### src/rtl/fltmon_pkg.sv
package fltmon_pkg;
  typedef enum logic [1:0] {
    SIDE_NONE = 2'b00,
    SIDE_HI   = 2'b01,
    SIDE_LO   = 2'b10
  } side_e;
endpackage

### src/rtl/fltmon_cmp.sv
// Window comparator: classifies one sample against the inclusive limits.
module fltmon_cmp
  import fltmon_pkg::*;
#(
  parameter int DW = 10
) (
  input  logic [DW-1:0] data,
  input  logic [DW-1:0] lim_hi,
  input  logic [DW-1:0] lim_lo,
  output side_e         side
);
  always_comb begin
    if (data > lim_hi)      side = SIDE_HI;
    else if (data < lim_lo) side = SIDE_LO;
    else                    side = SIDE_NONE;
  end
endmodule

### src/rtl/fltmon_cnt.sv
// Same-side run counter with saturation and side memory.
module fltmon_cnt
  import fltmon_pkg::*;
#(
  parameter int CNT_W = 5
) (
  input  logic             clk,
  input  logic             rst_n,
  input  logic             clear,
  input  logic             step,
  input  side_e            side_in,
  output logic [CNT_W-1:0] cnt_q,
  output side_e            side_q,
  output logic [CNT_W-1:0] cnt_nxt,
  output side_e            side_nxt
);
  localparam logic [CNT_W-1:0] CNT_MAX = {CNT_W{1'b1}};

  always_comb begin
    cnt_nxt  = cnt_q;
    side_nxt = side_q;
    if (clear) begin
      cnt_nxt  = '0;
      side_nxt = SIDE_NONE;
    end else if (step) begin
      if (side_in == SIDE_NONE) begin
        cnt_nxt  = '0;
        side_nxt = SIDE_NONE;
      end else if (side_in == side_q) begin
        cnt_nxt  = (cnt_q == CNT_MAX) ? CNT_MAX : cnt_q + 1'b1;
      end else begin
        cnt_nxt  = {{(CNT_W-1){1'b0}}, 1'b1};
        side_nxt = side_in;
      end
    end
  end

  always_ff @(posedge clk or negedge rst_n) begin
    if (!rst_n) begin
      cnt_q  <= '0;
      side_q <= SIDE_NONE;
    end else begin
      cnt_q  <= cnt_nxt;
      side_q <= side_nxt;
    end
  end
endmodule

### src/rtl/fltmon_alarm.sv
// Latched per-side alarms and interrupt; a new event beats a clear.
module fltmon_alarm
  import fltmon_pkg::*;
(
  input  logic  clk,
  input  logic  rst_n,
  input  logic  clear,
  input  logic  ack,
  input  logic  fire,
  input  side_e fire_side,
  output logic  alarm_hi,
  output logic  alarm_lo,
  output logic  irq
);
  localparam int NSIDE = 2;
  logic [NSIDE-1:0] flag_q;

  for (genvar s = 0; s < NSIDE; s++) begin : g_side
    localparam side_e MY_SIDE = (s == 0) ? SIDE_HI : SIDE_LO;
    always_ff @(posedge clk or negedge rst_n) begin
      if (!rst_n)                                flag_q[s] <= 1'b0;
      else if (clear)                            flag_q[s] <= 1'b0;
      else if (fire && (fire_side == MY_SIDE))   flag_q[s] <= 1'b1;
      else if (ack)                              flag_q[s] <= 1'b0;
    end
  end

  always_ff @(posedge clk or negedge rst_n) begin
    if (!rst_n)     irq <= 1'b0;
    else if (clear) irq <= 1'b0;
    else if (fire)  irq <= 1'b1;
    else if (ack)   irq <= 1'b0;
  end

  assign alarm_hi = flag_q[0];
  assign alarm_lo = flag_q[1];
endmodule

### src/rtl/fltmon_top.sv
module fltmon_top
  import fltmon_pkg::*;
#(
  parameter int DW    = 10,
  parameter int FLT_W = 4,
  parameter int CNT_W = 5
) (
  input  logic            clk,
  input  logic            rst_n,
  input  logic            soft_rst,
  input  logic            alarm_clr,
  input  logic            cfg_we,
  input  logic [FLT_W-1:0] cfg_fault_n,
  input  logic [DW-1:0]   thr_hi,
  input  logic [DW-1:0]   thr_lo,
  input  logic            smp_valid,
  output logic            smp_ready,
  input  logic [DW-1:0]   smp_data,
  output logic            alarm_hi,
  output logic            alarm_lo,
  output logic            irq
);
  localparam int PAD_W = CNT_W - FLT_W;

  logic [FLT_W-1:0] cfg_q;
  logic [CNT_W-1:0] limit;
  logic [CNT_W-1:0] cnt_q, cnt_nxt;
  side_e            side_q, side_nxt, smp_side;
  logic             accept, fire;

  assign smp_ready = ~soft_rst;
  assign accept    = smp_valid & smp_ready;

  always_ff @(posedge clk or negedge rst_n) begin
    if (!rst_n)        cfg_q <= '0;
    else if (soft_rst) cfg_q <= '0;
    else if (cfg_we)   cfg_q <= cfg_fault_n;
  end

  assign limit = {{PAD_W{1'b0}}, cfg_q} + 1'b1;

  fltmon_cmp #(.DW(DW)) u_cmp (
    .data   (smp_data),
    .lim_hi (thr_hi),
    .lim_lo (thr_lo),
    .side   (smp_side)
  );

  fltmon_cnt #(.CNT_W(CNT_W)) u_cnt (
    .clk      (clk),
    .rst_n    (rst_n),
    .clear    (soft_rst),
    .step     (accept),
    .side_in  (smp_side),
    .cnt_q    (cnt_q),
    .side_q   (side_q),
    .cnt_nxt  (cnt_nxt),
    .side_nxt (side_nxt)
  );

  assign fire = accept && (smp_side != SIDE_NONE) && (cnt_nxt >= limit);

  fltmon_alarm u_alarm (
    .clk       (clk),
    .rst_n     (rst_n),
    .clear     (soft_rst),
    .ack       (alarm_clr),
    .fire      (fire),
    .fire_side (side_nxt),
    .alarm_hi  (alarm_hi),
    .alarm_lo  (alarm_lo),
    .irq       (irq)
  );
endmodule

### config.mk
export PLATFORM = sky130hd
export DESIGN_NAME = fltmon_top
export DESIGN_NICKNAME = d
export VERILOG_FILES = /design/src/rtl/fltmon_pkg.sv /design/src/rtl/fltmon_cmp.sv /design/src/rtl/fltmon_cnt.sv /design/src/rtl/fltmon_alarm.sv /design/src/rtl/fltmon_top.sv
export SDC_FILE = /design/constraint.sdc
export NUM_CORES = 1
export LEC_CHECK = 0
export ABC_AREA = 1
export BUFFER_PORTS_ARGS = -buffer_cell sky130_fd_sc_hd__buf_2
export CAP_MARGIN = 20
export CORE_MARGIN = 4
export CORE_UTILIZATION = 52
export CTS_CLUSTER_DIAMETER = 100
export DETAILED_ROUTE_END_ITERATION = 16
export PLACE_DENSITY = 0.77
export SYNTH_ARGS = -nofsm -noshare
export SYNTH_HDL_FRONTEND = slang
export SYNTH_HIERARCHICAL = 1
export SYNTH_SLANG_ARGS = --single-unit
### constraint.sdc
create_clock -name clk -period 2.1 [get_ports clk]
set_input_delay 0.63 -clock clk [delete_from_list [all_inputs] [get_ports clk]]
set_output_delay 0.63 -clock clk [all_outputs]
set_load 0.02 [all_outputs]
==> metrics.csv, run 1 <==
metric,value,unit
clkTransAtPathRegs,0.09,ns
yosys_warnings,6,
syn_nets,276,
ios,44,
synthesis.area,1490,um2
path_depth,24,
htree_levels,1,
cap_violations,0,
slew-limit-headroom,79.2,%
yosysUniqueCellTypes,28,
critical_path.top_delay_family,simple AND/OR/NAND/NOR gates,
crit_path_start_kind,input pin,
layout_min_cycle_time,3.11,ns
setup_viol,8,
grt_start_max_net_pins,15,
final_cell_mix,"39 x nand2_1, 37 x inv_1, 31 x buf_2, 17 x buf_4",
synth_seq_area_share,23.6,%
diodes,0,
setup_ws,-1.01,ns
fin_crit_sh,148,%
end_kind,flop,
cp_common_cell,nand2_1,
total_power,939,uW
die-width,61.4,um
vias,1623,
final_common_cell,nand2_1,
fmax,322,MHz
gp_congestion,0.792,
drt_pass1_iterations,4,
route.met3.wl,285,um
avgSynthCellArea,7.07,um2
clock_path_buffers,2,
cts_tree,yes,
crit_type,in2reg,
cp_slowest_cell,ha_4,
place_hpwl,2.76,mm
dr.max_layer_used,met4,
antenna_found_initial,0,
r2r-start,u_cnt/cnt_q[0],
wl_met1,1.64,mm
p_per_area,392,nW/um2
skew,0.00364,ns
startpoint,smp_data[8],
fin_hold_ws,0.222,ns
io_buffers,43,
worst_pin_slew,0.310,ns
initial_core_util,54.3,%
rsz0062_at_grt,yes,
crit_buf_inv,5,
clkLatencyLatePin,0.29,ns
crit_chain,buf_8 -> ha_4 -> nand2_4 -> nor2_4 -> buf_4 -> nand3_2 -> nand3_2 -> and2_4 -> inv_4 -> nand2_2 -> nand2_2 -> nand4_1 -> nand2_1 -> a21oi_2 -> inv_1 -> ha_1 -> inv_1 -> nand2_1 -> nand2_1 -> nor2_1 -> nor2_1 -> nor2_2 -> nand3_1 -> a21oi_2,
violations,negative setup slack,
final_hold_viol_count,0,
finalMaxSlewViolations,0,
die_height,61.4,um
overflow,0,
root_buffer,clkbuf_4,
drc,0,
die_area,3770,um2
cts_buffers,3,
dp.cells,296,
cts_hold_buf,0,
cp.arrival,3.32,ns
critPathRequiredTime,2.32,ns
final_cells,309,
regToRegSetupSlack,-0.15,ns
detail_route.vias_per_cell,5.25,
routed_wl,4.52,mm
cp_slowest_stage_delay,0.27,ns
postRouteAntennaNets,0,
status,"complete, but fails checks",
rows,19,
cp_max_fo,3,
ys_ff_latch,14,
postSynthCellCount,210,
worstHoldPathType,in2async,
dr_wl_met2,2.33,mm
syn_to_final_growth,61.2,%
ir_worst_vdd,0.453,mV
routedWlPerCell,14.6,um
worstRegToRegCells,17,
grt_pass1_vias,1611,
grt_pass1_wl,6.64,mm
coreArea,2730,um2
grt_usage,23.1,%
cts.sinks,14,
drt_first_iter_violations,94,
p_leak,0.00123,uW
finalNetCount,345,
drive_gt1_share,50.7,%
## report_power, final
group          leakage [uW]  internal [uW]  switching [uW]
combinational       0.00101            221             233
sequential         0.000191            279            8.75
clock             0.0000210            106            92.0
## worst paths after layout
kind,end
worst max-delay path,u_alarm/alarm_lo
worst min-delay path,u_cnt/cnt_q[3]
worst max register to register,u_alarm/alarm_lo
worst min register to register,u_alarm/alarm_hi
max in group asynchronous,u_cnt/side_q[0]
min in group clk,u_alarm/alarm_hi
## flip-flops by register name (all words and copies together) (netlist names)
register and flops:
u_alarm/alarm_lo 1, u_cnt/side_q 2, u_cnt/cnt_q 5, u_alarm/alarm_hi 1
u_alarm/irq 1, cfg_q 4
## Yosys cell counts (all sizes together)
cell | count | area (um2)
nand3 | 17 | 108
a31oi | 1 | 6.26
or2 | 1 | 8.76
clkinv | 1 | 5.00
ha | 26 | 325
nand4 | 3 | 18.8
a21o | 1 | 7.51
nand2 | 54 | 208
o21ai | 6 | 45.0
xor2 | 1 | 8.76
and2 | 1 | 6.26
o21bai | 1 | 7.51
xnor2 | 1 | 8.76
buf | 1 | 7.51
dfrtp | 14 | 350
a211oi | 3 | 22.5
nor2 | 14 | 70.1
a21oi | 13 | 80.1
inv | 51 | 191
## routing by layer
layer | up-vias | GRT usage, %
met5 | - | 0
met3 | 24 | 3.56
met4 | 0 | 5.45
met2 | 83 | 42.4
li1 | 801 | -
met1 | 715 | 28.2
## area by class of cell
| class | count | area (um2) |
|---|---|---|
| tap | 31 | 38.8 |
| sequential | 14 | 350 |
| fill | 138 | 339 |
| inverter | 52 | 234 |
| timing repair buffer | 65 | 489 |
| multi-input combinational | 143 | 1250 |
| clock buffer | 4 | 36.3 |
## worst reg2reg max path: stages (launching register included)
cell and delay [ns]:
dfrtp_1 0.36, ha_1 0.17, nand2_1 0.07, clkinv_2 0.08, nand3_4 0.08, nand4_1 0.11, nand2_1 0.11, a21oi_2 0.21
inv_1 0.07, ha_1 0.27, inv_1 0.03, nand2_1 0.04, nand2_1 0.05, nor2_1 0.08, nor2_1 0.06, nor2_2 0.12
nand3_1 0.11, a21oi_2 0.16
## through the flow
step / utilization (%) / setup TNS [ns] / setup slack, ns / cell area (um2)
after global routing: 87.6 / -4.79 / -1.14 / 2390
after CTS: 83.8 / -2.61 / -0.717 / 2290
after detailed placement: 73.9 / -4.62 / -1.09 / 2020
after floorplan: - / -2.03 / -0.688 / 1680
final: 87.6 / -4.10 / -1.01 / 2390
after global placement: 73.9 / -4.33 / -1.07 / 2020
## logic make-up after synthesis
kind of cell,count (synthesis),synth area share (%)
buf+inv,53,13.7
simple gates,90,28.2
compound gates,25,11.4
fa+ha+maj,26,21.9
flops,14,23.6
xor+xnor,2,1.18
## repair_timing
action | 4_1_cts | 5_1_grt
setup endpoints to repair | 5 | 9
pin swaps | 27 | 14
resized for setup | 39 | 25
setup buffers | 10 | 5
(Power assumes the default switching activity.)
==> inputs of run 2 (changes only) <==
Settings changed: CORE_MARGIN 4 to default.
==> metrics.csv, run 2 (same netlist as run 1, synthesis figures left out) <==
metric,value,unit,change
status,"complete, but fails checks",,
violations,negative setup slack,,
pre_cts_slack,-1.15,ns,-0.0570 ns
ios,44,,unchanged
die_area,3070,um2,-19%
rsz0062_at_grt,yes,,
critPathRequiredTime,2.28,ns,-0.04 ns
grt_pass1_wl,5.96,mm,-10%
clkTransAtPathRegs,0.09,ns,about the same
p_leak,0.00119,uW,-3.3%
grtUsageMet3,3.04,%,-0.52 points
r2r-start,u_cnt/cnt_q[0],,
reg2reg_to,u_alarm/alarm_hi,,
drt_first_iter_violations,41,,-56%
gp_congestion,0.778,,-1.7%
layout_min_cycle_time,3.03,ns,-0.0762 ns
clkPwrFrac,22.4,%,+1.3 points
cp.arrival,3.21,ns,-0.11 ns
p_per_area,384,nW/um2,-2.1%
cp_slowest_stage_delay,0.27,ns,about the same
die_height,55.4,um,-9.8%
regToRegSetupSlack,-0.13,ns,+0.02 ns
crit_chain,buf_8 -> inv_12 -> ha_4 -> nand2_4 -> nor2_4 -> nand4_1 -> and2_4 -> inv_4 -> nand2_2 -> nand2_2 -> nand3_4 -> nor2_4 -> nand2_2 -> a21oi_2 -> ha_1 -> nand2_1 -> inv_1 -> nand2_1 -> nand2_1 -> nor2_2 -> nor2_4 -> a21oi_2 -> nor2_1,,
io_buffers,43,,unchanged
overflow,0,,unchanged
dp.cells,296,,unchanged
grt_pass1_vias,1505,,-6.6%
antenna_found_initial,0,,unchanged
grt-busiest-layer,met2,,
fin_crit_sh,144,%,-3.6 points
htree_levels,1,,unchanged
final_common_cell,nand2_1,,
ir_worst_vdd,0.461,mV,+1.8%
internal_power,572,uW,-5.5%
clock_path_buffers,2,,unchanged
worst_pin_slew,0.431,ns,+0.121 ns
worstRegToRegCells,17,,unchanged
skew,0.00639,ns,+0.00274 ns
initial_core_util,54.3,%,unchanged
grt_usage,24.0,%,+0.90 points
cp_max_fo,3,,unchanged
detail_route.vias_per_cell,5.11,,-2.7%
pwr-share-seq,32.6,%,+2.0 points
routed_wl,3.81,mm,-16%
place_hpwl,2.69,mm,-2.3%
worstHoldPathType,in2async,,
cts_buffers,3,,unchanged
slew-limit-headroom,71.1,%,-8.1 points
end_kind,flop,,
largest_reg_flops,5,,unchanged
tns,-3.08,ns,+1.02 ns
utilization,83.7,%,-3.9 points
postRouteAntennaNets,0,,unchanged
reg_top3,"u_cnt/cnt_q x5, cfg_q x4, u_cnt/side_q x2",,
final_cells,303,,-1.9%
total_power,878,uW,-6.4%
met1_usage,29.4,%,+1.2 points
finalNetCount,339,,-1.7%
use_met2,45.3,%,+2.8 points
pwr-share-comb,45.0,%,-3.3 points
crit_type,in2reg,,
drive_gt1_share,50.0,%,-0.72 points
final_cell_mix,"40 x nand2_1, 37 x inv_1, 32 x buf_2, 17 x buf_4",,
diodes,0,,unchanged
finalMaxSlewViolations,0,,unchanged
setup_ws,-0.932,ns,+0.0762 ns
syn_to_final_growth,54.1,%,
coreArea,2730,um2,unchanged
drc,0,,unchanged
setup_viol,6,,-2
grt_start_max_net_pins,15,,unchanged
cp_slowest_cell,ha_4,,
final_hold_viol_count,0,,unchanged
cts_tree,yes,,
cts.sinks,14,,unchanged
vias,1549,,-4.6%
fmax,330,MHz,+2.5%
clkLatencyLatePin,0.28,ns,about the same
cap_violations,0,,unchanged
fillers,185,,+34%
regArea,350,um2,unchanged
cts_hold_buf,0,,unchanged
switching_share,34.8,%,-0.65 points
multiInputGateArea,1220,um2,-2.1%
rows,19,,unchanged
root_buffer,clkbuf_4,,
power.net_switching,306,uW,-8.2%
crit_path_start_kind,input pin,,
regMostFlops,u_cnt/cnt_q,,
routedWlPerCell,12.6,um,-14%
die-width,55.4,um,-9.8%
drt_pass1_iterations,6,,+2
run 2: cell types whose count changed in the layout (fill, tap and decap cells not counted), sizes merged:
| cell | before | now |
|---|---|---|
| buf | 65 | 59 |
run 2: metal layers:
metal  up-vias  share of wire, %
met5         -                 0
met4         0              0.32
met3         2               2.7
met2        41                54
met1       721                43
li1        785                 -
run 2: area by class of cell:
class                      instances  share of cell area [%]
timing repair buffer              59                    18.0
inverter                          52                    10.1
sequential                        14                    15.3
tap                               31                    1.69
clock buffer                       4                    1.59
multi-input combinational        143                    53.3
run 2: per-stage QoR:
stage / instance area [um2] / hold WS, ns
global placement: 2020 / 0.521
CTS: 2170 / 0.232
floorplan: 1680 / 0.334
detailed placement: 2020 / 0.520
global route: 2290 / 0.246
finish: 2290 / 0.226
run 2: power groups by stage:
stage          Sequential [uW]  Combinational [uW]  Clock, uW
3_5_place_dp               292                 312          0
4_1_cts                    287                 346        202
2_1_floorplan              292                 190          0
6_report                   287                 395        197
3_3_place_gp               291                 301          0
5_1_grt                    288                 434        209
run 2: worst max path at each step:
| stage | slack [ns] | end | startpoint | depth (start not counted) |
|---|---|---|---|---|
| 2_1_floorplan | -0.69 | u_alarm/alarm_hi | thr_hi[3] | 25 |
| 3_3_place_gp | -1.07 | u_alarm/alarm_hi | thr_hi[3] | 23 |
| 3_5_place_dp | -1.15 | u_alarm/alarm_hi | thr_hi[5] | 23 |
| 4_1_cts | -0.74 | u_alarm/irq | smp_data[9] | 19 |
| 5_1_grt | -1.10 | u_alarm/irq | thr_lo[9] | 24 |
| 6_report | -0.93 | u_alarm/irq | thr_hi[3] | 23 |
run 2: critical path: cells and delay by family:
kind                       cells  cell delay (ns)
AOI/OAI and AO/OA              2             0.28
and+or+nand+nor               15             1.52
buffers and inverters          4             0.22
adders and majority gates      2             0.53
run 2: repair_timing:
action	4_1_cts	5_1_grt
hold endpoints to repair	0	0
pin swaps	25	32
gates resized for setup	25	28
buffers inserted	2	2
endpoints found under the setup margin	5	8
cloned	0	0
==> inputs of run 3 (changes only) <==
Settings changed: CORE_UTILIZATION 52 to 47, MAX_ROUTING_LAYER from default to met4, PLACE_DENSITY 0.77 to 0.74.
Clock period 2.1 ns to 2.5 ns, I/O delays scaled along.
==> metrics.csv, run 3 (same netlist as run 1, synthesis figures left out) <==
metric,value,unit,change
antenna_found_initial,0,,unchanged
clkLatencyLatePin,0.28,ns,about the same
rows,20,,+1
pre_cts_slack,-0.873,ns,+0.279 ns
vias,1460,,-5.7%
crit_path_start_kind,input pin,,
coreArea,3030,um2,+11%
initial_core_util,49.0,%,-5.3 points
io_buffers,43,,unchanged
layout_min_cycle_time,3.11,ns,
end_kind,flop,,
grt_start_max_net_pins,15,,unchanged
drt_pass1_iterations,4,,-2
grt_pass1_wl,5.25,mm,-12%
final_cell_mix,"38 x nand2_1, 37 x inv_1, 33 x buf_2, 16 x ha_1, 14 x dfrtp_1",,
fin_crit_sh,125,%,
die_area,3390,um2,+10%
overflow,0,,unchanged
drive_gt1_share,48.5,%,-1.5 points
critPathRequiredTime,2.71,ns,+0.43 ns
cp_slowest_stage_delay,0.27,ns,about the same
cap_violations,0,,unchanged
cp_max_fo,3,,unchanged
violations,negative setup slack,,
utilization,74.1,%,-9.6 points
finalNetCount,336,,-0.88%
largest_reg_flops,5,,unchanged
worst_pin_slew,0.305,ns,-0.126 ns
p_leak,0.00116,uW,-2.5%
startpoint,smp_data[9],,
grt_pass1_vias,1337,,-11%
status,"complete, but fails checks",,
cts.sinks,14,,unchanged
crit_type,in2reg,,
fmax,321,MHz,
final_hold_viol_count,0,,unchanged
setup_ws,-0.615,ns,+0.317 ns
htree_levels,1,,unchanged
worstRegToRegCells,17,,unchanged
drt_first_iter_violations,29,,-29%
drc,0,,unchanged
routed_wl,3.31,mm,-13%
worstHoldPathType,in2async,,
postRouteAntennaNets,0,,unchanged
path_depth,23,,unchanged
slew-limit-headroom,79.7,%,+8.6 points
ios,44,,unchanged
setup_viol,3,,-3
cts_buffers,3,,unchanged
reg2reg_to,u_alarm/alarm_lo,,
skew,0.00206,ns,-0.00433 ns
regMostFlops,u_cnt/cnt_q,,
cp_slowest_cell,ha_1,,
diodes,0,,unchanged
reg_top3,"u_cnt/cnt_q x5, cfg_q x4, u_cnt/side_q x2",,
syn_to_final_growth,51.1,%,
endpoint,u_alarm/alarm_lo,,
cts_hold_buf,0,,unchanged
ir_worst_vdd,0.260,mV,-44%
cts_tree,yes,,
gp_congestion,0.826,,+6.2%
r2r-start,u_cnt/cnt_q[0],,
place_hpwl,2.50,mm,-7.3%
p_per_area,307,nW/um2,-20%
tns,-1.81,ns,+1.27 ns
crit_buf_inv,5,,+1
clock_path_buffers,2,,unchanged
detail_route.vias_per_cell,4.68,,-8.5%
regToRegSetupSlack,0.16,ns,+0.29 ns
die_height,58.2,um,+5.0%
fin_hold_ws,0.348,ns,+0.122 ns
root_buffer,clkbuf_4,,
clkTransAtPathRegs,0.08,ns,about the same
finalMaxSlewViolations,0,,unchanged
routedWlPerCell,10.6,um,-16%
cp.arrival,3.32,ns,+0.11 ns
critical_path.top_delay_family,simple AND/OR/NAND/NOR gates,,
die-width,58.2,um,+5.0%
grt_usage,20.3,%,-3.7 points
final_common_cell,nand2_1,,
crit_chain,buf_8 -> ha_4 -> nand2_4 -> inv_2 -> a21oi_4 -> nand3_4 -> a21oi_4 -> inv_2 -> nand2_2 -> nand2_2 -> nand4_1 -> nand2_1 -> a21oi_2 -> inv_1 -> ha_1 -> inv_1 -> nand2_1 -> nand2_1 -> nor2_2 -> nor2_2 -> nor2_2 -> nand3_1 -> a21oi_2,,
rsz0062_at_grt,yes,,
run 3: cell types whose count changed in the layout (fill, tap and decap cells not counted), moves of 2 or more:
| cell | previous run | this run |
|---|---|---|
| buf_4 | 17 | 13 |
| ha_1 | 14 | 16 |
| ha_4 | 12 | 10 |
| nand2_1 | 40 | 38 |
| nand2_2 | 10 | 13 |
| nand3_1 | 10 | 12 |
| nand3_2 | 5 | 2 |
run 3: cell type report:
cell class / count / area, um2
Timing Repair Buffer: 56 / 383
Sequential cell: 14 / 350
Fill cell: 245 / 783
Multi-Input combinational cell: 143 / 1200
Tap cell: 44 / 55.1
Clock buffer: 3 / 22.5
Inverter: 52 / 231
run 3: per-layer routing:
metal  vias to the layer above  global-route usage [%]  routed length, um
met5                         -                       -                  0
met4                         0                    6.80                 42
met3                         4                    1.34                 72
met2                        26                    36.6               1690
met1                       652                    23.9               1510
li1                        778                       -                  -
run 3: metrics by stage:
stage | cells | total power, uW | area, um2
detailed placement | 305 | 503 | 2010
finish | 312 | 688 | 2240
floorplan | 210 | 405 | 1680
global route | 312 | 737 | 2240
CTS | 309 | 654 | 2110
global placement | 305 | 495 | 2010
run 3: worst min-delay path by stage:
stage	startpoint	to	slack [ns]	depth (start not counted)
2_1_floorplan	rst_n	cfg_q[0]	0.45	0
3_3_place_gp	u_alarm/irq	u_alarm/irq	0.51	2
3_5_place_dp	u_alarm/alarm_lo	u_alarm/alarm_lo	0.52	2
4_1_cts	rst_n	u_cnt/cnt_q[3]	0.36	1
5_1_grt	rst_n	u_cnt/cnt_q[2]	0.37	1
6_report	rst_n	u_cnt/cnt_q[3]	0.35	1
run 3: timing repair:
action,4_1_cts,5_1_grt
cloned,0,0
endpoints found under the setup margin,3,3
gates resized for setup,21,30
pin swaps,27,38
setup buffers,1,3
run 3: power by group:
part | total (uW) | switching, uW | internal (uW)
clock network | 126 | 69.9 | 55.8
logic | 321 | 166 | 155
registers | 242 | 7.89 | 234
